==> config.mk <==
export PLATFORM = sky130hd
export DESIGN_NAME = grouped_irq_encoder
export DESIGN_NICKNAME = d
export VERILOG_FILES = /design/src/rtl/irq_enc_pkg.sv /design/src/rtl/irq_lowest_first.sv /design/src/rtl/irq_enc_ctrl.sv /design/src/rtl/irq_enc_datapath.sv /design/src/rtl/grouped_irq_encoder.sv
export SDC_FILE = /design/constraint.sdc
export NUM_CORES = 1
export LEC_CHECK = 0
export ABC_CLOCK_PERIOD_IN_PS = 5500
export CELL_PAD_IN_SITES_DETAIL_PLACEMENT = 0
export CELL_PAD_IN_SITES_GLOBAL_PLACEMENT = 1
export CORE_MARGIN = 2
export CORE_UTILIZATION = 43
export CTS_CLUSTER_DIAMETER = 30
export DETAILED_ROUTE_END_ITERATION = 10
export GPL_TIMING_DRIVEN = 0
export PLACE_DENSITY = 0.88
export RECOVER_POWER = 50
export SKIP_LAST_GASP = 1
export SLEW_MARGIN = 25
export SYNTH_ARGS = -nofsm -noshare
export SYNTH_HDL_FRONTEND = slang
export SYNTH_SLANG_ARGS = --single-unit
==> constraint.sdc <==
create_clock -name clk -period 5.5 [get_ports clk]
set_clock_uncertainty 0.15 [all_clocks]
set_input_delay 1.375 -clock clk [delete_from_list [all_inputs] [get_ports clk]]
set_output_delay 1.375 -clock clk [all_outputs]
set_load 0.05 [all_outputs]
==> src/rtl/irq_enc_pkg.sv <==
package irq_enc_pkg;

  localparam int ADDR_MAIN_MASK = 0;
  localparam int ADDR_PER_MASK  = 1;
  localparam int ADDR_BOOST_LO  = 2;
  localparam int ADDR_BOOST_HI  = 3;
  localparam int ADDR_STATUS    = 4;

  localparam int BOOST_W   = 2;
  localparam int BOOST_MED = 1;
  localparam int BOOST_HIGH = 2;

  typedef enum logic [2:0] {
    RD_MAIN_MASK,
    RD_PER_MASK,
    RD_BOOST_LO,
    RD_BOOST_HI,
    RD_STATUS,
    RD_NONE
  } rdSel_e;

  typedef struct packed {
    logic       wrMainMask;
    logic       wrPerMask;
    logic [1:0] wrBoost;
    logic       rdEn;
    rdSel_e     rdSel;
  } regStrobes_t;

endpackage

==> src/rtl/irq_lowest_first.sv <==
module irq_lowest_first #(
  parameter int W = 8,
  localparam int IDX_W = (W > 1) ? $clog2(W) : 1
) (
  input  logic [W-1:0]     req,
  output logic             found,
  output logic [IDX_W-1:0] idx
);

  always_comb begin
    found = 1'b0;
    idx   = '0;
    for (int i = W - 1; i >= 0; i--) begin
      if (req[i]) begin
        found = 1'b1;
        idx   = IDX_W'(i);
      end
    end
  end

endmodule

==> src/rtl/irq_enc_ctrl.sv <==
module irq_enc_ctrl
  import irq_enc_pkg::*;
#(
  parameter int ADDR_W = 3
) (
  input  logic              regWrEn,
  input  logic              regRdEn,
  input  logic [ADDR_W-1:0] regAddr,
  output regStrobes_t       strb
);

  always_comb begin
    strb            = '0;
    strb.rdEn       = regRdEn;
    strb.rdSel      = RD_NONE;
    strb.wrMainMask = regWrEn && (regAddr == ADDR_W'(ADDR_MAIN_MASK));
    strb.wrPerMask  = regWrEn && (regAddr == ADDR_W'(ADDR_PER_MASK));
    strb.wrBoost[0] = regWrEn && (regAddr == ADDR_W'(ADDR_BOOST_LO));
    strb.wrBoost[1] = regWrEn && (regAddr == ADDR_W'(ADDR_BOOST_HI));
    if      (regAddr == ADDR_W'(ADDR_MAIN_MASK)) strb.rdSel = RD_MAIN_MASK;
    else if (regAddr == ADDR_W'(ADDR_PER_MASK))  strb.rdSel = RD_PER_MASK;
    else if (regAddr == ADDR_W'(ADDR_BOOST_LO))  strb.rdSel = RD_BOOST_LO;
    else if (regAddr == ADDR_W'(ADDR_BOOST_HI))  strb.rdSel = RD_BOOST_HI;
    else if (regAddr == ADDR_W'(ADDR_STATUS))    strb.rdSel = RD_STATUS;
  end

endmodule

==> src/rtl/irq_enc_datapath.sv <==
module irq_enc_datapath
  import irq_enc_pkg::*;
#(
  parameter int          NUM_CRIT      = 3,
  parameter int          NUM_MAIN      = 17,
  parameter int          NUM_PER       = 32,
  parameter int          DATA_W        = 32,
  parameter int          MAIN_RSVD     = 4,
  parameter logic [31:0] MAIN_MASK_RST = 32'h0001_0FFF,
  parameter logic [31:0] PER_MASK_RST  = 32'h7FFF_FC00
) (
  input  logic                clk,
  input  logic                rstN,
  input  regStrobes_t         strb,
  input  logic [NUM_CRIT-1:0] critReq,
  input  logic [NUM_MAIN-1:0] mainReq,
  input  logic [NUM_PER-1:0]  perReq,
  input  logic [DATA_W-1:0]   wrData,
  output logic [DATA_W-1:0]   rdData,
  output logic [DATA_W-1:0]   statusWord
);

  localparam int PER_PER_WORD = DATA_W / BOOST_W;
  localparam int MAIN_IDX_W   = $clog2(NUM_MAIN);
  localparam int PER_IDX_W    = $clog2(NUM_PER);
  localparam int CRIT_SLOTS   = NUM_CRIT + 1;
  localparam int CRIT_IDX_W   = $clog2(CRIT_SLOTS);

  logic [NUM_CRIT-1:0] critPend;
  logic [NUM_MAIN-1:0] mainPend;
  logic [NUM_PER-1:0]  perPend;
  logic [NUM_MAIN-1:0] mainMask;
  logic [NUM_PER-1:0]  perMask;
  logic [NUM_MAIN-1:0] mainMaskNat;
  logic [NUM_PER-1:0]  perMaskNat;
  logic [BOOST_W-1:0]  boostLvl [NUM_PER];
  logic [2*DATA_W-1:0] boostFlat;

  logic [NUM_PER-1:0]  perEff, hiSet, medSet, perCand;
  logic [NUM_MAIN-1:0] mainCand;
  logic [CRIT_SLOTS-1:0] critCand;

  logic                  critValid, mainValid, perValid;
  logic [CRIT_IDX_W-1:0] critCode;
  logic [MAIN_IDX_W-1:0] mainCode;
  logic [PER_IDX_W-1:0]  perCode;

  // request sampling and mask registers
  always_ff @(posedge clk or negedge rstN) begin
    if (!rstN) begin
      critPend <= '0;
      mainPend <= '0;
      perPend  <= '0;
      mainMask <= MAIN_MASK_RST[NUM_MAIN-1:0];
      perMask  <= PER_MASK_RST[NUM_PER-1:0];
    end else begin
      critPend <= critReq;
      mainPend <= mainReq;
      perPend  <= perReq;
      if (strb.wrMainMask) mainMask <= wrData[NUM_MAIN-1:0];
      if (strb.wrPerMask)  perMask  <= wrData[NUM_PER-1:0];
    end
  end

  // per-source boost storage and source-order views of the masks
  for (genvar n = 0; n < NUM_PER; n++) begin : g_per
    localparam int WORD = n / PER_PER_WORD;
    localparam int SLOT = n % PER_PER_WORD;
    always_ff @(posedge clk or negedge rstN) begin
      if (!rstN)                  boostLvl[n] <= '0;
      else if (strb.wrBoost[WORD]) boostLvl[n] <= wrData[SLOT*BOOST_W +: BOOST_W];
    end
    assign boostFlat[n*BOOST_W +: BOOST_W] = boostLvl[n];
    assign perMaskNat[n] = perMask[NUM_PER-1-n];
    assign perEff[n]     = perPend[n] && !perMaskNat[n];
    assign hiSet[n]      = perEff[n] && (boostLvl[n] == BOOST_W'(BOOST_HIGH));
    assign medSet[n]     = perEff[n] && (boostLvl[n] == BOOST_W'(BOOST_MED));
  end
  if (2 * DATA_W > NUM_PER * BOOST_W) begin : g_pad
    assign boostFlat[2*DATA_W-1:NUM_PER*BOOST_W] = '0;
  end

  for (genvar n = 0; n < NUM_MAIN; n++) begin : g_main
    assign mainMaskNat[n] = mainMask[NUM_MAIN-1-n];
    if (n == MAIN_RSVD) begin : g_rsvd
      assign mainCand[n] = |medSet;
    end else begin : g_src
      assign mainCand[n] = mainPend[n] && !mainMaskNat[n];
    end
  end

  // critical slots in code order: in0, in1, boosted-high, in2
  assign critCand = {critPend[2], |hiSet, critPend[1], critPend[0]};
  assign perCand  = (|hiSet) ? hiSet : ((|medSet) ? medSet : perEff);

  irq_lowest_first #(.W(CRIT_SLOTS)) i_critEnc (.req(critCand), .found(critValid), .idx(critCode));
  irq_lowest_first #(.W(NUM_MAIN))   i_mainEnc (.req(mainCand), .found(mainValid), .idx(mainCode));
  irq_lowest_first #(.W(NUM_PER))    i_perEnc  (.req(perCand),  .found(perValid),  .idx(perCode));

  always_comb begin
    statusWord        = '0;
    statusWord[10]    = critValid;
    statusWord[9:8]   = critCode;
    statusWord[21]    = mainValid;
    statusWord[20:16] = mainCode;
    statusWord[29]    = perValid;
    statusWord[28:24] = perCode;
  end

  always_ff @(posedge clk or negedge rstN) begin
    if (!rstN) begin
      rdData <= '0;
    end else if (strb.rdEn) begin
      case (strb.rdSel)
        RD_MAIN_MASK: rdData <= DATA_W'(mainMask);
        RD_PER_MASK:  rdData <= DATA_W'(perMask);
        RD_BOOST_LO:  rdData <= boostFlat[DATA_W-1:0];
        RD_BOOST_HI:  rdData <= boostFlat[2*DATA_W-1:DATA_W];
        RD_STATUS:    rdData <= statusWord;
        default:      rdData <= '0;
      endcase
    end
  end

  assert_crit_in0_R1: assert property (@(posedge clk) disable iff (!rstN)
    ($past(rstN) && $past(critReq[0])) |-> (statusWord[10] && statusWord[9:8] == 2'd0));

  assert_main_rsvd_ignored_R2: assert property (@(posedge clk) disable iff (!rstN)
    (mainPend[MAIN_RSVD] && !statusWord[29]) |-> !(statusWord[21] && statusWord[20:16] == 5'd4));

  assert_per_unmasked_R4: assert property (@(posedge clk) disable iff (!rstN)
    statusWord[29] |-> (perPend[perCode] && !perMaskNat[perCode]));

  assert_crit_boost_src_R6: assert property (@(posedge clk) disable iff (!rstN)
    (statusWord[10] && statusWord[9:8] == 2'd2) |->
      (statusWord[29] && boostLvl[statusWord[28:24]] == BOOST_W'(BOOST_HIGH)));

  assert_main_boost_src_R7: assert property (@(posedge clk) disable iff (!rstN)
    (statusWord[21] && statusWord[20:16] == 5'd4) |-> statusWord[29]);

  assert_idle_code_zero_R9: assert property (@(posedge clk) disable iff (!rstN)
    (!statusWord[29] |-> statusWord[28:24] == 5'd0) and
    (!statusWord[21] |-> statusWord[20:16] == 5'd0));

  assert_read_quiet_R11: assert property (@(posedge clk) disable iff (!rstN)
    (!strb.wrMainMask && !strb.wrPerMask && strb.wrBoost == 2'b00) |=>
      ($stable(mainMask) && $stable(perMask) && $stable(boostFlat)));

endmodule

==> src/rtl/grouped_irq_encoder.sv <==
module grouped_irq_encoder
  import irq_enc_pkg::*;
#(
  parameter int NUM_CRIT = 3,
  parameter int NUM_MAIN = 17,
  parameter int NUM_PER  = 32,
  parameter int DATA_W   = 32,
  parameter int ADDR_W   = 3
) (
  input  logic                clk,
  input  logic                rstN,
  input  logic [NUM_CRIT-1:0] critReq,
  input  logic [NUM_MAIN-1:0] mainReq,
  input  logic [NUM_PER-1:0]  perReq,
  input  logic                regWrEn,
  input  logic                regRdEn,
  input  logic [ADDR_W-1:0]   regAddr,
  input  logic [DATA_W-1:0]   regWrData,
  output logic [DATA_W-1:0]   regRdData,
  output logic [DATA_W-1:0]   statusWord
);

  regStrobes_t strb;

  irq_enc_ctrl #(.ADDR_W(ADDR_W)) i_ctrl (
    .regWrEn (regWrEn),
    .regRdEn (regRdEn),
    .regAddr (regAddr),
    .strb    (strb)
  );

  irq_enc_datapath #(
    .NUM_CRIT (NUM_CRIT),
    .NUM_MAIN (NUM_MAIN),
    .NUM_PER  (NUM_PER),
    .DATA_W   (DATA_W)
  ) i_datapath (
    .clk        (clk),
    .rstN       (rstN),
    .strb       (strb),
    .critReq    (critReq),
    .mainReq    (mainReq),
    .perReq     (perReq),
    .wrData     (regWrData),
    .rdData     (regRdData),
    .statusWord (statusWord)
  );

endmodule

After elaboration in Yosys (flattened, before gate mapping) --
Index checks and enable logic that the tools add are counted.
Operators by class: muxes and demuxes 114, reduce and logical (&&, ||, !) cells 168, equal/unequal tests 72
Operators by type and width (count):
- $mux W5 | 49
- $pmux W32 S5 | 1
- $logic_and A1 B1 Y1 | 116
- $eq A2 B1 Y1 const B | 32
- $eq A2 B2 Y1 const B | 32
- $mux W32 | 2
- $reduce_or A32 Y1 | 2
- $mux W1 | 54
- $logic_not A1 Y1 | 48
- $eq A3 B2 Y1 const B | 4
- $mux W3 | 4
- $mux W2 | 4
- $eq A3 B1 Y1 const B | 2
- $eq A3 B3 Y1 const B | 2
- $logic_not A3 Y1 | 2
Word-level totals: bits of input ports 91, logic and storage cells 392, bits in registers 197

Depth between registers and ports, before layout --
Gate-level depths: netlist of run 1.
depth in word-level cells 39, depth in mapped cells 13

Modules after synthesis --
From an unflattened synthesis of run 1, not the netlist that was laid out.
Unflattened totals: cell total of the unflattened synthesis 918, area, all modules 10661.5 µm²
By module, submodules not included:
- irq_enc_datapath | area an instance 9985.8 µm², cells an instance 803, instances 1, sequential area each 4947.2 µm²
- irq_lowest_first (i_datapath.i_perEnc) | area an instance 370.4 µm², cells an instance 65, instances 1, sequential area each 0.0 µm²
- irq_lowest_first (i_datapath.i_mainEnc) | area an instance 190.2 µm², cells an instance 35, instances 1, sequential area each 0.0 µm²
- irq_enc_ctrl | area an instance 80.1 µm², cells an instance 8, instances 1, sequential area each 0.0 µm²
- irq_lowest_first (i_datapath.i_critEnc) | area an instance 35.0 µm², cells an instance 7, instances 1, sequential area each 0.0 µm²

Worst setup path before layout of run 1 --
No wires, ideal clock.
path type register to output, start point register i_datapath.perMask[10], end point output port statusWord[24], arrival 3.548 ns, stages on the path, launching flop included 12, slack 0.427 ns, data required time 3.975 ns, cells stage by stage dfstp_2 nor4bb_1 a2111o_1 a2111o_1 nor4_4 buf_4 nor3_1 or2_0 a211o_1 a211oi_1 o21bai_1 a21oi_1
Between the ends: word-level cells in the longest chain between the ends 38, elaborated cells between the ends (all ways) 40, those cells by class mux (34); reduce/logical (6)
RTL lines:
- start: declaration | RTL line irq_enc_datapath.sv:33 | logic [NUM_PER-1:0] perMask;
- start signal: assignment | RTL line irq_enc_datapath.sv:55 | perMask <= PER_MASK_RST[NUM_PER-1:0];
- start signal: assignment | RTL line irq_enc_datapath.sv:61 | if (strb.wrPerMask) perMask <= wrData[NUM_PER-1:0];
- $logic_not A1 Y1 (*) | RTL line irq_enc_datapath.sv:75 | assign perEff[n] = perPend[n] && !perMaskNat[n];
- $logic_and A1 B1 Y1 (*) | RTL line irq_enc_datapath.sv:75
- $logic_and A1 B1 Y1 | RTL line irq_enc_datapath.sv:77 | assign medSet[n] = perEff[n] && (boostLvl[n] == BOOST_W'(BOOST_MED));
- $reduce_or A32 Y1 | RTL line irq_enc_datapath.sv:94 | assign perCand = (|hiSet) ? hiSet : ((|medSet) ? medSet : perEff);
- $mux W32 | RTL line irq_enc_datapath.sv:94
- $mux W32 (*) | RTL line irq_enc_datapath.sv:94
- $mux W5 (31 in a row) | RTL line irq_lowest_first.sv:14 | if (req[i]) begin
- $mux W5 (*) | RTL line irq_lowest_first.sv:14
- end: declaration | RTL line grouped_irq_encoder.sv:20 | output logic [DATA_W-1:0] statusWord
Mark *: on every way between the ends. The rest lies on a longest branch, timed or not.

Final worst setup path of run 1 --
start point register i_datapath.perMask[15], end point output port statusWord[24]
Same word-level chain as after synthesis.

==> results by group, run 1 <==
Route
  – Via density: 6.046
  – Number of detailed-route iterations in the first pass: 7
  – First DRT Iteration DRCs: a little over 500
  – Post-route DRC: 0
  – Via count: between 8k and 9k
  – Routed len/inst: 25.68 µm
  – DRT antenna net count: 0
  – Final wirelength: 35.59 mm

Die
  – Row cnt: 55
  – Vert. Die Dim: 156.1 µm
  – Placeable Area: around 23,000 µm²
  – Full die area: around 24,000 µm²
  – Die W: ~160 µm
  – Initial Utilization: 0.4393
  – IO Count: about 160

Worst setup path
  – Kind of critical path: reg -> out
  – Worst setup EP type: primary output
  – Startpoint type of the worst setup path: flip-flop
  – CP Cell Sequence: nor2b_1 > a2111oi_0 > nand4_1 > clkbuf_2 > o22ai_1 > o311ai_4 > o221a_1 > a211o_1 > a211oi_2 > o21bai_2 > a21oi_2 > buf_6
  – CP max FO: 10
  – Crit path DAT: around 4 ns
  – CP peak stage delay: roughly 0.54 ns
  – Cell family with the largest share of critical-path delay: compound AO/OA/AOI/OAI gates
  – Buf/Inv on CP: 2
  – Worst path required time: 3.97 ns
  – Slowest CP cell: dfstp_2

Timing
  – Worst-Margin Slew: approximately 2.3 ns
  – Final Hold Vio Count: 0
  – Relative slew slack: -0.5535
  – Final Setup Violations: 4
  – Fin Hold WS: 0.3369 ns
  – Achievable frequency: roughly 180 MHz
  – Min cycle time layout: between 5 and 6 ns
  – RSZ-0062 raised after global routing: yes
  – Max Slew Vio Count: 185
  – Final period utilization: 1.015
  – Worst setup margin: -0.08301 ns

Worst hold path
  – Worst hold path type: reg -> reg

Run status
  – Failing checks: capacitance limit, slew limit, setup timing
  – Status: finished, violations left

Synthesis
  – Synth area leaders: dfrtp_1 (41%), mux2_2 (13%), dfstp_2 (9.0%)
  – Avg Synthesized Cell Area: around 11 µm²
  – Distinct cell type count after synthesis: 65
  – Synth warn: 0
  – Synthesized area: between 9000 and 10,000 µm²
  – Post-synth EDFFs: 0
  – #FFs+latches synth: just under 200
  – Cells after Synth: 883
  – Top-count cell post-synth: dfrtp_1
  – Post-synth top area share: 0.4076
  – Post-synth top cells: dfrtp_1 (162), mux2_2 (118), nor2b_1 (77)
  – Top_reg_cell synth: dfrtp_1
  – Seq/Total Area, Yosys: 0.4974
  – Synth area leader: dfrtp_1
  – Async SR Flop Fraction: 1.000

GRT
  – Largest net degree at the start of global routing: 98
  – Initial antenna violation count: 0
  – First-pass GRT wire length: 51.98 mm
  – GRT Overall Usage: 0.2945
  – Vias in the first global route: around 8.1k
  – Gr ovfl total: 0

Layout
  – Fin nets: 1,179
  – Diodes inserted: 0
  – Layout cells sized above 1: 0.3161
  – Area delta synth->final: 33.85%
  – Filler cells: about 1.9k
  – Util after Layout: 0.5880

Run
  – Max_cap viols: 2

Clocking
  – Clk root buf: clkbuf_16
  – Clk_lat worst skew: 0.46 ns
  – Sink Count: around 200
  – Clk slew on worst S/H paths: around 0.070 ns
  – CTS Buf Count: 17
  – Longest Clk Path Bufs: 2
  – CTS tree: done
  – Hold buffers post-CTS: 0
  – H-tree levels: 4

Pwr
  – Leak Pwr: roughly 5.4 nW
  – Maximum vdd drop: approximately 0.00025 V
  – PwrDens: between 400 and 500 nW/µm²

Place
  – GP Congestion: a little over 1
  – PortBufs: 135
  – DP HPWL: about 27 mm
## kinds of logic (layout without fill, tap and decap cells)
group / Yosys count / after routing / share of synthesized area
other: 1 / 17 / 0.0003770
AO/OA/AOI/OAI: 225 / 225 / 0.1684
multiplexers: 119 / 119 / 0.1346
AND/OR/NAND/NOR: 262 / 262 / 0.1596
flip-flops: 196 / 196 / 0.4974
buffers and inverters: 80 / 282 / 0.03950
## power breakdown
part / switching, mW / leakage, nW / internal [mW]
logic: 1.22 / 2.75 / 0.949
registers: 0.304 / 2.31 / 1.72
clock network: 0.609 / 0.283 / 0.654
## routing by layer
layer | track usage | up-vias | wire length, µm
li1 | - | 3690 | -
met1 | 0.4072 | 4238 | 15520
met2 | 0.4461 | 380 | 15870
met3 | 0.06778 | 72 | 2742
met4 | 0.1249 | 0 | 1452
met5 | 0 | - | 0
## per-stage QoR
step,worst slack (ns),instance area [µm²],setup TNS (ns),total power [mW],instances
after CTS,-0.1506,12910,-0.1729,5.185,1369
after detailed placement,-1.338,11780,-9.360,3.711,1321
after floorplan,0.4272,10010,0,3.028,899
final,-0.08301,13310,-0.1864,5.447,1386
after global routing,-0.2026,13310,-0.6123,5.655,1386
after global placement,-4.908,11710,-885.17,3.686,1319
## area by class of cell
type / instances / area [µm²] / share of cell area
multi-input combinational: 623 / 5313 / 0.3991
sequential: 196 / 4950 / 0.3718
timing repair buffer: 171 / 1667 / 0.1252
clock buffer: 19 / 442.9 / 0.03327
buffer: 60 / 369.1 / 0.02773
tap: 285 / 356.6 / 0.02679
clock inverter: 13 / 143.9 / 0.01081
inverter: 19 / 71.32 / 0.005357
## sequential cells by signal, indices dropped and copies added, names as in the netlist
signal,count
i_datapath.rdData,32
i_datapath.critPend,3
i_datapath.mainPend,16
i_datapath.perMask,32
i_datapath.perPend,32
i_datapath.boostFlat,64
i_datapath.mainMask,17
## final timing paths
check	startpoint	slack (ns)	cells past startpoint	endpoint
max	i_datapath.perMask[15]	-0.08	12	statusWord[24]
max reg2reg	i_datapath.perMask[15]	1.50	14	i_datapath.rdData[29]
min in group asynchronous	rstN	0.83	1	i_datapath.mainPend[3]
min	i_datapath.rdData[13]	0.34	1	i_datapath.rdData[13]
max in group asynchronous	rstN	1.42	2	i_datapath.boostFlat[20]
min reg2reg	i_datapath.rdData[13]	0.34	1	i_datapath.rdData[13]
## layout by cell type (no fill, tap or decap), types with 5 or more instances in the layout
cell type        Yosys  layout
nand2b_1            29      25
nor2_1              46      44
a221oi_1            16      15
a22o_1              17      17
clkbuf_1            28      26
a2111oi_2            0       5
buf_6                1       7
o211ai_1             5       5
inv_1               19      19
dfrtp_1            162     160
clkdlybuf4s50_1      0      72
a22oi_1             23      23
dfstp_2             34      34
nor4bb_1            34      22
o2bb2ai_1           23      23
a21oi_1             32      31
and2_1               6       5
clkbuf_16            0      19
nor3_1              23       9
nor4bb_2             0       6
conb_1               1      17
o21ai_0             31      30
nor3_2               0      12
nor4bb_4             0       6
dlygate4sd3_1        0      51
o22ai_1             18      14
o311ai_4             0       5
nand2_1             21      21
buf_1                8       8
nor2b_1             77      74
buf_4               22      51
mux2_2             118     118
## timing repair
action	in CTS	in global routing
resized for setup	130	67
endpoints found under the setup margin	15	12
cloned	0	2
setup buffers	16	16
pin swaps	13	28
No activity file was read; power rests on OpenSTA's default activity.
==> run 2: changes to the inputs <==
- SKIP_CTS_REPAIR_TIMING: unset -> 1
==> run 2 against run 1 <==
  * The run still ends with capacitance limit, slew limit, setup timing left
  * Sequential share of layout area grew 0.91 points
  * Sequential power is essentially flat
  * Utilization shrank 1.4 points
  * Cell area shrank 2.4%
  * Global-route usage shrank 0.54 points
  * Die area is the same
  * Worst setup slack lost 0.21 ns
  * Via count shrank 1.3%
  * Count of clock-buffer cells in the layout is the same
  * Power shrank 2.7%
  * Hold slack is essentially flat
  * Non-clock buffer count shrank 18
  * Critical endpoint is now statusWord[26]
  * Largest power group unchanged
==> results by group, run 2 (synthesis gave the netlist of run 1 again) <==
Clocking
  – H-tree levels: 4 (unchanged)
  – CTS Buf Count: 17 (unchanged)
  – CTS tree: done (unchanged)
  – Longest Clk Path Bufs: 2 (unchanged)
  – Clk_lat worst skew: 0.45 ns (was 0.46 ns)
  – Clk slew on worst S/H paths: 0.07 ns (about the same)
  – Clk root buf: clkbuf_16 (unchanged)
  – Sink Count: 196 (unchanged)

Route
  – Number of detailed-route iterations in the first pass: 6 (was 7)
  – Via count: 8,268 (was 8,380)
  – Final wirelength: 35.12 mm (was 35.59 mm)
  – Via density: 6.044 (was 6.046)
  – DRT antenna net count: 0 (unchanged)
  – Routed len/inst: 25.67 µm (was 25.68 µm)
  – First DRT Iteration DRCs: 596 (was 511)
  – Post-route DRC: 0 (unchanged)

Timing
  – Final period utilization: 1.053 (was 1.015)
  – Worst-Margin Slew: 2.310 ns (was 2.330 ns)
  – RSZ-0062 raised after global routing: yes (unchanged)
  – Final Hold Vio Count: 0 (unchanged)
  – Worst setup margin: -0.2907 ns (was -0.08301 ns)
  – Max Slew Vio Count: 185 (unchanged)
  – Setup TNS: -1.023 ns (was -0.1864 ns)
  – Min cycle time layout: 5.791 ns (was 5.583 ns)
  – Relative slew slack: -0.5403 (was -0.5535)
  – Achievable frequency: 172.7 MHz (was 179.1 MHz)
  – Final Setup Violations: 7 (was 4)

Run
  – Max_cap viols: 2 (unchanged)

Place
  – PortBufs: 135 (unchanged)
  – DP HPWL: 26.96 mm (unchanged)
  – GP Congestion: 1.006 (unchanged)
  – Post-DP Area: 11,780 µm² (unchanged)

Layout
  – Max reg flops: 64 (unchanged)
  – Diodes inserted: 0 (unchanged)
  – Filler cells: 1,940 (was 1,909)
  – Area delta synth->final: 30.63% (was 33.85%)
  – Layout cells sized above 1: 0.2881 (was 0.3161)
  – Commonest non-fill, non-tap cell in the layout: dfrtp_1 (unchanged)
  – Area of the multi-input gates: 5205 µm² (was 5313 µm²)
  – Commonest non-fill, non-tap cells in the layout: dfrtp_1 (161), mux2_2 (118), nor2b_1 (76) (was dfrtp_1 (160), mux2_2 (118), nor2b_1 (74))
  – Fin area: 12,990 µm² (was 13,310 µm²)
  – Fin nets: 1,161 (was 1,179)
  – FF/Latch Area: 4949 µm² (was 4950 µm²)

GRT
  – Initial antenna violation count: 0 (unchanged)
  – Vias in the first global route: 7,913 (was 8,142)
  – GRT Overall Usage: 0.2890 (was 0.2945)
  – Largest net degree at the start of global routing: 98 (unchanged)
  – Gr ovfl total: 0 (unchanged)
  – First-pass GRT wire length: 50.83 mm (was 51.98 mm)

Worst setup path
  – CP max FO: 10 (unchanged)
  – Slowest CP cell: dfstp_2 (unchanged)
  – Worst path required time: 3.97 ns (about the same)
  – Startpoint type of the worst setup path: flip-flop (unchanged)
  – CP Cell Sequence: nor2b_1 > a2111oi_0 > nand4_1 > or2_4 > buf_8 > buf_12 > nor3_4 > o31ai_2 > nor3_2 > o211ai_1 > a311oi_2 > buf_4 (was nor2b_1 > a2111oi_0 > nand4_1 > clkbuf_2 > o22ai_1 > o311ai_4 > o221a_1 > a211o_1 > a211oi_2 > o21bai_2 > a21oi_2 > buf_6)
  – Crit path DAT: 4.27 ns (was 4.06 ns)
  – RR Startpoint: i_datapath.perMask[15] (unchanged)
  – Worst Setup SP: i_datapath.perMask[15] (unchanged)
  – Worst reg2reg path depth: 13 (was 14)
  – Reg-to-Reg End: i_datapath.rdData[24] (was i_datapath.rdData[29])
  – Worst setup path endpoint: statusWord[26] (was statusWord[24])
  – Reg2Reg Setup Slack: 1.37 ns (was 1.50 ns)
  – Kind of critical path: reg -> out (unchanged)
  – CP peak stage delay: 0.54 ns (about the same)
  – Worst setup EP type: primary output (unchanged)

Run status
  – Status: finished, violations left (unchanged)
  – Failing checks: capacitance limit, slew limit, setup timing (unchanged)

Die
  – Die W: 156.1 µm (unchanged)
  – Vert. Die Dim: 156.1 µm (unchanged)
  – Full die area: 24,360 µm² (unchanged)
  – Initial Utilization: 0.4393 (unchanged)
  – Row cnt: 55 (unchanged)
  – Placeable Area: 22,640 µm² (unchanged)
  – IO Count: 155 (unchanged)

Worst hold path
  – Hold path start: i_datapath.rdData[13] (unchanged)
  – Worst hold path type: reg -> reg (unchanged)

Pwr
  – Maximum vdd drop: 0.0002469 V (was 0.0002537 V)
  – Final Power: 5.300 mW (was 5.447 mW)
  – Leak Pwr: 5.160 nW (was 5.351 nW)
  – PwrDens: 407.9 nW/µm² (was 409.1 nW/µm²)
## run 2: final cells by class
| cell class | count | area share |
|---|---|---|
| buffer | 61 | 0.02764 |
| clock buffer | 19 | 0.03409 |
| clock inverter | 13 | 0.01107 |
| inverter | 19 | 0.005489 |
| multi-input combinational | 623 | 0.4006 |
| sequential | 196 | 0.3809 |
| tap | 285 | 0.02745 |
| timing repair buffer | 152 | 0.1128 |
## run 2: power breakdown
part	internal, mW	switching, mW
Combinational	0.837	1.19
Clock	0.654	0.609
Sequential	1.72	0.296
## run 2: worst max-delay path, delay by kind of cell (launching register included)
kind	cells	cell delay, ns
AND/OR/NAND/NOR	5	1.48
AO/OA/AOI/OAI	4	1.20
flip-flops	1	0.54
buffers and inverters	3	0.60
## run 2: stage by stage
stage | instances | setup WS, ns | utilization | hold slack (ns)
2_1_floorplan | 899 | 0.4272 | - | 0.3316
3_3_place_gp | 1319 | -4.908 | 0.5174 | 0.3277
3_5_place_dp | 1321 | -1.338 | 0.5205 | 0.3242
4_1_cts | 1353 | -1.803 | 0.5464 | 0.3435
5_1_grt | 1368 | -0.4137 | 0.5739 | 0.3685
6_report | 1368 | -0.2907 | 0.5739 | 0.3366
## run 2: layer usage
metal	wire (µm)	GRT usage	vias to the layer above	share of wire
li1	-	-	3647	-
met1	15520	0.4037	4217	0.44
met2	15830	0.4397	353	0.45
met3	2543	0.06444	51	0.072
met4	1227	0.1123	0	0.035
met5	0	0	-	0
## run 2: worst min path at each step
stage / endpoint / slack, ns / cells past startpoint
2_1_floorplan: i_datapath.mainMask[12] / 0.33 / 1
3_3_place_gp: i_datapath.rdData[10] / 0.33 / 1
3_5_place_dp: i_datapath.rdData[15] / 0.32 / 1
4_1_cts: i_datapath.rdData[13] / 0.34 / 1
5_1_grt: i_datapath.rdData[12] / 0.37 / 1
6_report: i_datapath.rdData[13] / 0.34 / 1
